File: src/rtl/ecc_fix_pkg.sv
package ecc_fix_pkg;
  localparam int BYTE_W   = 8;
  localparam int ECC_NB   = 3;
  localparam int ECC_W    = BYTE_W * ECC_NB;
  localparam int CHUNK    = 512;
  localparam int ADDR_W   = $clog2(CHUNK);
  localparam int BIDX_W   = $clog2(BYTE_W);

  typedef enum logic [1:0] {
    ST_CLEAN  = 2'd0,
    ST_FIXED  = 2'd1,
    ST_ECCBAD = 2'd2,
    ST_UNCORR = 2'd3
  } fix_status_t;

  typedef enum logic [1:0] {
    PH_IDLE,
    PH_READ,
    PH_WRITE,
    PH_FIN
  } fix_phase_t;
endpackage

File: src/rtl/ecc_pair_check.sv
module ecc_pair_check #(
  parameter int W = 8
) (
  input  logic [W-1:0] d,
  output logic         ok
);
  localparam int NPAIR = W / 2;
  logic [NPAIR-1:0] differs;

  for (genvar k = 0; k < NPAIR; k++) begin : g_pair
    assign differs[k] = d[2*k] ^ d[2*k+1];
  end

  assign ok = &differs;
endmodule

File: src/rtl/ecc_syndrome_decode.sv
module ecc_syndrome_decode
  import ecc_fix_pkg::*;
(
  input  logic [ECC_W-1:0]  stored,
  input  logic [ECC_W-1:0]  calc,
  output fix_status_t       cls,
  output logic [ADDR_W-1:0] byte_idx,
  output logic [BIDX_W-1:0] bit_idx
);
  localparam int HALF = BYTE_W / 2;

  logic [BYTE_W-1:0] syn [ECC_NB];
  logic [ECC_NB-1:0] pair_ok;
  logic [ECC_W-1:0]  syn_w;
  logic              is_zero, is_single;

  assign syn_w = stored ^ calc;

  for (genvar b = 0; b < ECC_NB; b++) begin : g_byte
    assign syn[b] = syn_w[b*BYTE_W +: BYTE_W];
    ecc_pair_check #(.W(BYTE_W)) u_pair (.d(syn[b]), .ok(pair_ok[b]));
  end

  // even-position bits carry the index; odd ones are their complements
  for (genvar k = 0; k < HALF; k++) begin : g_idx
    assign byte_idx[k]        = syn[0][2*k];
    assign byte_idx[HALF + k] = syn[1][2*k];
  end
  assign byte_idx[ADDR_W-1] = syn[2][0];

  for (genvar k = 0; k < BIDX_W; k++) begin : g_bit
    assign bit_idx[k] = syn[2][2*k+2];
  end

  assign is_zero   = (syn_w == '0);
  assign is_single = !is_zero && ((syn_w & (syn_w - 1'b1)) == '0);

  always_comb begin
    if (is_zero)         cls = ST_CLEAN;
    else if (&pair_ok)   cls = ST_FIXED;
    else if (is_single)  cls = ST_ECCBAD;
    else                 cls = ST_UNCORR;
  end
endmodule

File: src/rtl/ecc_fix_ctrl.sv
module ecc_fix_ctrl
  import ecc_fix_pkg::*;
(
  input  logic              clk,
  input  logic              rst_n,
  input  logic              start,
  input  fix_status_t       cls_in,
  input  logic [ADDR_W-1:0] byte_in,
  input  logic [BIDX_W-1:0] bit_in,
  output logic              done,
  output fix_status_t       status,
  output logic [ADDR_W-1:0] err_byte,
  output logic [BIDX_W-1:0] err_bit,
  output logic [ADDR_W-1:0] buf_addr,
  output logic              buf_rd_en,
  input  logic [BYTE_W-1:0] buf_rdata,
  output logic              buf_wr_en,
  output logic [BYTE_W-1:0] buf_wdata
);
  fix_phase_t phase;

  always_ff @(posedge clk or negedge rst_n) begin
    if (!rst_n) begin
      phase    <= PH_IDLE;
      status   <= ST_CLEAN;
      err_byte <= '0;
      err_bit  <= '0;
    end else begin
      case (phase)
        PH_IDLE: if (start) begin
          status   <= cls_in;
          err_byte <= byte_in;
          err_bit  <= bit_in;
          phase    <= (cls_in == ST_FIXED) ? PH_READ : PH_FIN;
        end
        PH_READ:  phase <= PH_WRITE;
        PH_WRITE: phase <= PH_FIN;
        default:  phase <= PH_IDLE;
      endcase
    end
  end

  assign done      = (phase == PH_FIN);
  assign buf_rd_en = (phase == PH_READ);
  assign buf_wr_en = (phase == PH_WRITE);
  assign buf_addr  = err_byte;
  assign buf_wdata = buf_rdata ^ (BYTE_W'(1) << err_bit);
endmodule

File: src/rtl/ecc_syndrome_corrector.sv
module ecc_syndrome_corrector
  import ecc_fix_pkg::*;
(
  input  logic              clk,
  input  logic              rst_n,
  input  logic              start,
  input  logic [ECC_W-1:0]  ecc_stored,
  input  logic [ECC_W-1:0]  ecc_calc,
  output logic              done,
  output logic [1:0]        status,
  output logic [ADDR_W-1:0] err_byte,
  output logic [BIDX_W-1:0] err_bit,
  output logic [ADDR_W-1:0] buf_addr,
  output logic              buf_rd_en,
  input  logic [BYTE_W-1:0] buf_rdata,
  output logic              buf_wr_en,
  output logic [BYTE_W-1:0] buf_wdata
);
  fix_status_t       cls, st;
  logic [ADDR_W-1:0] dec_byte;
  logic [BIDX_W-1:0] dec_bit;

  ecc_syndrome_decode u_dec (
    .stored  (ecc_stored),
    .calc    (ecc_calc),
    .cls     (cls),
    .byte_idx(dec_byte),
    .bit_idx (dec_bit)
  );

  ecc_fix_ctrl u_ctrl (
    .clk      (clk),
    .rst_n    (rst_n),
    .start    (start),
    .cls_in   (cls),
    .byte_in  (dec_byte),
    .bit_in   (dec_bit),
    .done     (done),
    .status   (st),
    .err_byte (err_byte),
    .err_bit  (err_bit),
    .buf_addr (buf_addr),
    .buf_rd_en(buf_rd_en),
    .buf_rdata(buf_rdata),
    .buf_wr_en(buf_wr_en),
    .buf_wdata(buf_wdata)
  );

  assign status = st;
endmodule

File: config.mk
export PLATFORM = sky130hd
export DESIGN_NAME = ecc_syndrome_corrector
export DESIGN_NICKNAME = d
export VERILOG_FILES = /design/src/rtl/ecc_fix_pkg.sv /design/src/rtl/ecc_pair_check.sv /design/src/rtl/ecc_syndrome_decode.sv /design/src/rtl/ecc_fix_ctrl.sv /design/src/rtl/ecc_syndrome_corrector.sv
export SDC_FILE = /design/constraint.sdc
export NUM_CORES = 1
export LEC_CHECK = 0
export BUFFER_PORTS_ARGS = -buffer_cell sky130_fd_sc_hd__buf_4
export CAP_MARGIN = 20
export CELL_PAD_IN_SITES_DETAIL_PLACEMENT = 1
export CELL_PAD_IN_SITES_GLOBAL_PLACEMENT = 2
export CORE_UTILIZATION = 22
export DETAILED_ROUTE_END_ITERATION = 12
export GPL_TIMING_DRIVEN = 1
export PLACE_DENSITY_LB_ADDON = 0.1
export SLEW_MARGIN = 20
export SYNTH_ARGS = -nofsm -noshare
export SYNTH_HDL_FRONTEND = slang
export SYNTH_HIERARCHICAL = 1
export SYNTH_SLANG_ARGS = --single-unit
File: constraint.sdc
create_clock -name clk -period 1.4 [get_ports clk]
set_input_delay 0 -clock clk [delete_from_list [all_inputs] [get_ports clk]]
set_output_delay 0 -clock clk [all_outputs]
set_load 0.05 [all_outputs]
==> run metrics <==
vias=1,633; RSZ-0062 raised after global routing=yes; # rows=31; routability cong.=0.682; Crit path required time=1.53 ns; Slew Viols, Final=0; hold slack final=0.100 ns; vias in the first global route=1,657; Final #Nets=361; capturing point of the worst reg2reg path=u_ctrl/err_bit[2]; worst setup path start=ecc_calc[0]; Unique masters post-synth=43; Top FF cell, synth=dfrtp_1; Tightest Pin Transition=0.385 ns; Mapped Cells=173; pwr/cell area=1920 mW/mm^2; Non-Filler Instances=395; fraction of registers with async set/reset=100%; initial antenna violation count=0; FF+latch count, synth=16; Switch Pwr=0.00302 W; Clock Power Share=7.0%; failing checks=setup timing; Die X=89.1 um; Synth area leader=dfrtp_1; H-tree levels=1; Final Hold Fails=0; Initial Util=22.9%; warnings from Yosys=6; post-DP HPWL=4.04 mm; critical-path cell list=buf_8 > xor2_4 > nor4_4 > nand4_2 > or4b_4 > or3_4 > o31a_1 > nor2b_1 > a2bb2oi_1 > o22ai_1; largest net degree at the start of global routing=17; grt ovf=0; Post-Syn Nets=237; crit path max fanout=3; Mean Syn Cell Area=9.65 um^2; CP top delay family=simple AND/OR/NAND/NOR gates; Die Ht=89.1 um; Worst VDD drop=0.545 mV; Buffers on Ports=92; PnR worst setup slack=-0.725 ns; CP Buf/Inv Count=1; CP Capture Point=u_ctrl/phase[1]; drt first-iter violations=30; max_cap viols=0; number of synthesized flops with an enable pin=0; top cells by count, synth=xor2_1, buf_4, xnor2_1; Min-Delay Startpoint=start; Reg clk slew, reported paths=0.07 ns; cells on worst reg2reg path=5; Tot Pwr=0.00585 W; Worst setup EP type=flip-flop; crit start category=input pin; First-pass DRT Iterations=3; reg-to-reg startpoint=u_ctrl/phase[1]; Worst Clk Skew=0.00504 ns; Num CTS Buffers=3; count of final setup violators=4; Pint=0.00283 W; Seq pwr share=15.6%; leakage=1.41 nW; CTS tree=done; status=complete, but fails checks; Crit path arrival time=2.26 ns; P&R area growth vs syn=82.8%; Total Die Area=0.00794 mm^2; fmax=471 MHz; count leader, synth=xor2_1; sequential area share after synthesis=24.0%; CP max stage cell=or4b_4; fin crit share=152%; DP Cell Count=378; ratio of cells with drive above 1 in the final layout=64.2%; Top Ports=93; Tmin final=2.12 ns; Synth Cell Area=0.00167 mm^2; Yosys top cell area share=24.0%; worst hold path class=in2reg; first-pass GRT wire length=7.54 mm; Setup CP Type=in2reg; core area=0.00729 mm^2; Ant. Diodes=0; Sw Share=51.7%; Tot GR Track Use=12.2%; # DRC=0; WL final=4.74 mm; part of the power in combinational logic=77.4%; Max clock buf depth=2; WL per Instance=12.0 um; Slew headroom=74.3%; synth top area cells=dfrtp_1, xor2_1, buf_4; root buf cell=clkbuf_8; pre-CTS WS=-1.08 ns; routed vias/inst=4.13; slowest cell delay on critical path=0.54 ns; worst reg-to-reg setup slack=0.07 ns; Worst-Skew Late Latency=0.25 ns; CTS sink cnt=16; Final ANT Viol Nets=0; WP depth=10
[worst min path at each step]
stage | cells after the start | to
after floorplan | 0 | u_ctrl/buf_addr[0]
after global placement | 1 | u_ctrl/buf_addr[4]
after detailed placement | 1 | u_ctrl/buf_addr[4]
after CTS | 3 | u_ctrl/phase[1]
after global routing | 3 | u_ctrl/phase[1]
final | 3 | u_ctrl/phase[1]
[sequential cells by signal, summed over array words and instances, names as in the netlist]
| register | flops |
|---|---|
| u_ctrl/err_bit | 3 |
| u_ctrl/buf_addr | 9 |
| u_ctrl/phase | 2 |
| u_ctrl/status | 2 |
[power groups by stage]
stage / sequential [W] / clock [W] / combinational (W)
after floorplan: 0.00146 / 0 / 0.00258
after global placement: 0.000993 / 0 / 0.00406
after detailed placement: 0.00100 / 0 / 0.00409
after CTS: 0.000941 / 0.000431 / 0.00432
after global routing: 0.000953 / 0.000451 / 0.00477
final: 0.000910 / 0.000412 / 0.00453
[final cells by class]
type                            count  area (um^2)
Timing Repair Buffer              144         1160
Tap cell                           99          124
Sequential cell                    16          404
Multi-Input combinational cell    130         1300
Inverter                            2         7.51
Fill cell                         881         4240
Clock buffer                        4         55.1
[cell usage in the layout (no fill, tap or decap), types with 2 or more instances in the layout]
master,instances
buf_4,129
xor2_1,20
dfrtp_1,13
nor2_1,12
xnor2_1,12
buf_6,11
mux2_4,9
nor3_1,6
xor2_4,5
mux2_2,5
clkbuf_8,4
xnor2_4,4
ha_1,4
o21ai_0,4
nand2_1,3
nand3_1,3
dfrtp_2,3
maj3_1,3
nand3b_1,2
nand2_2,2
inv_1,2
o22ai_1,2
buf_12,2
xor2_2,2
a21oi_1,2
nor4_1,2
[cells by family (layout without fill, tap and decap cells)]
logic type | count (synthesis) | in the layout | share of synthesized area, %
flip-flops | 16 | 16 | 24.0
adder cells (fa/ha/maj) | 8 | 8 | 5.55
AO/OA/AOI/OAI | 20 | 20 | 8.17
AND/OR/NAND/NOR | 44 | 44 | 15.4
multiplexers | 14 | 14 | 11.5
buffers and inverters | 27 | 150 | 11.5
XOR/XNOR | 44 | 44 | 24.0
[repair_timing]
| item | 4_1_cts | 5_1_grt |
|---|---|---|
| hold buffers | 1 | 0 |
| endpoints found under the hold margin | 16 | 0 |
| resized for setup | 7 | 17 |
| endpoints found under the setup margin | 8 | 17 |
| pin swaps | 3 | 8 |
| setup buffers | 6 | 6 |
[layer usage]
layer	vias to the layer above	GRT usage [%]	part of all wire (%)
met5	-	0	0
met4	0	3.90	0.84
met3	2	0.923	3.1
met2	40	22.6	53
met1	775	15.0	43
li1	816	-	-
[worst register-to-register path: cells and delay by family (launching register included)]
kind	cells	cell delay [ns]
adders and majority gates	1	0.21
buffers and inverters	2	0.25
DFF	1	0.38
muxes	1	0.30
and+or+nand+nor	1	0.08
[stage by stage]
stage	TNS, ns	area (um^2)	util [%]
4_1_cts	-2.12	2950	40.4
3_5_place_dp	-3.10	2800	38.4
2_1_floorplan	-2.49	1870	-
5_1_grt	-2.54	3050	41.8
6_report	-2.08	3050	41.8
3_3_place_gp	-2.96	2800	38.4
Power figures use the tool's default switching activity.
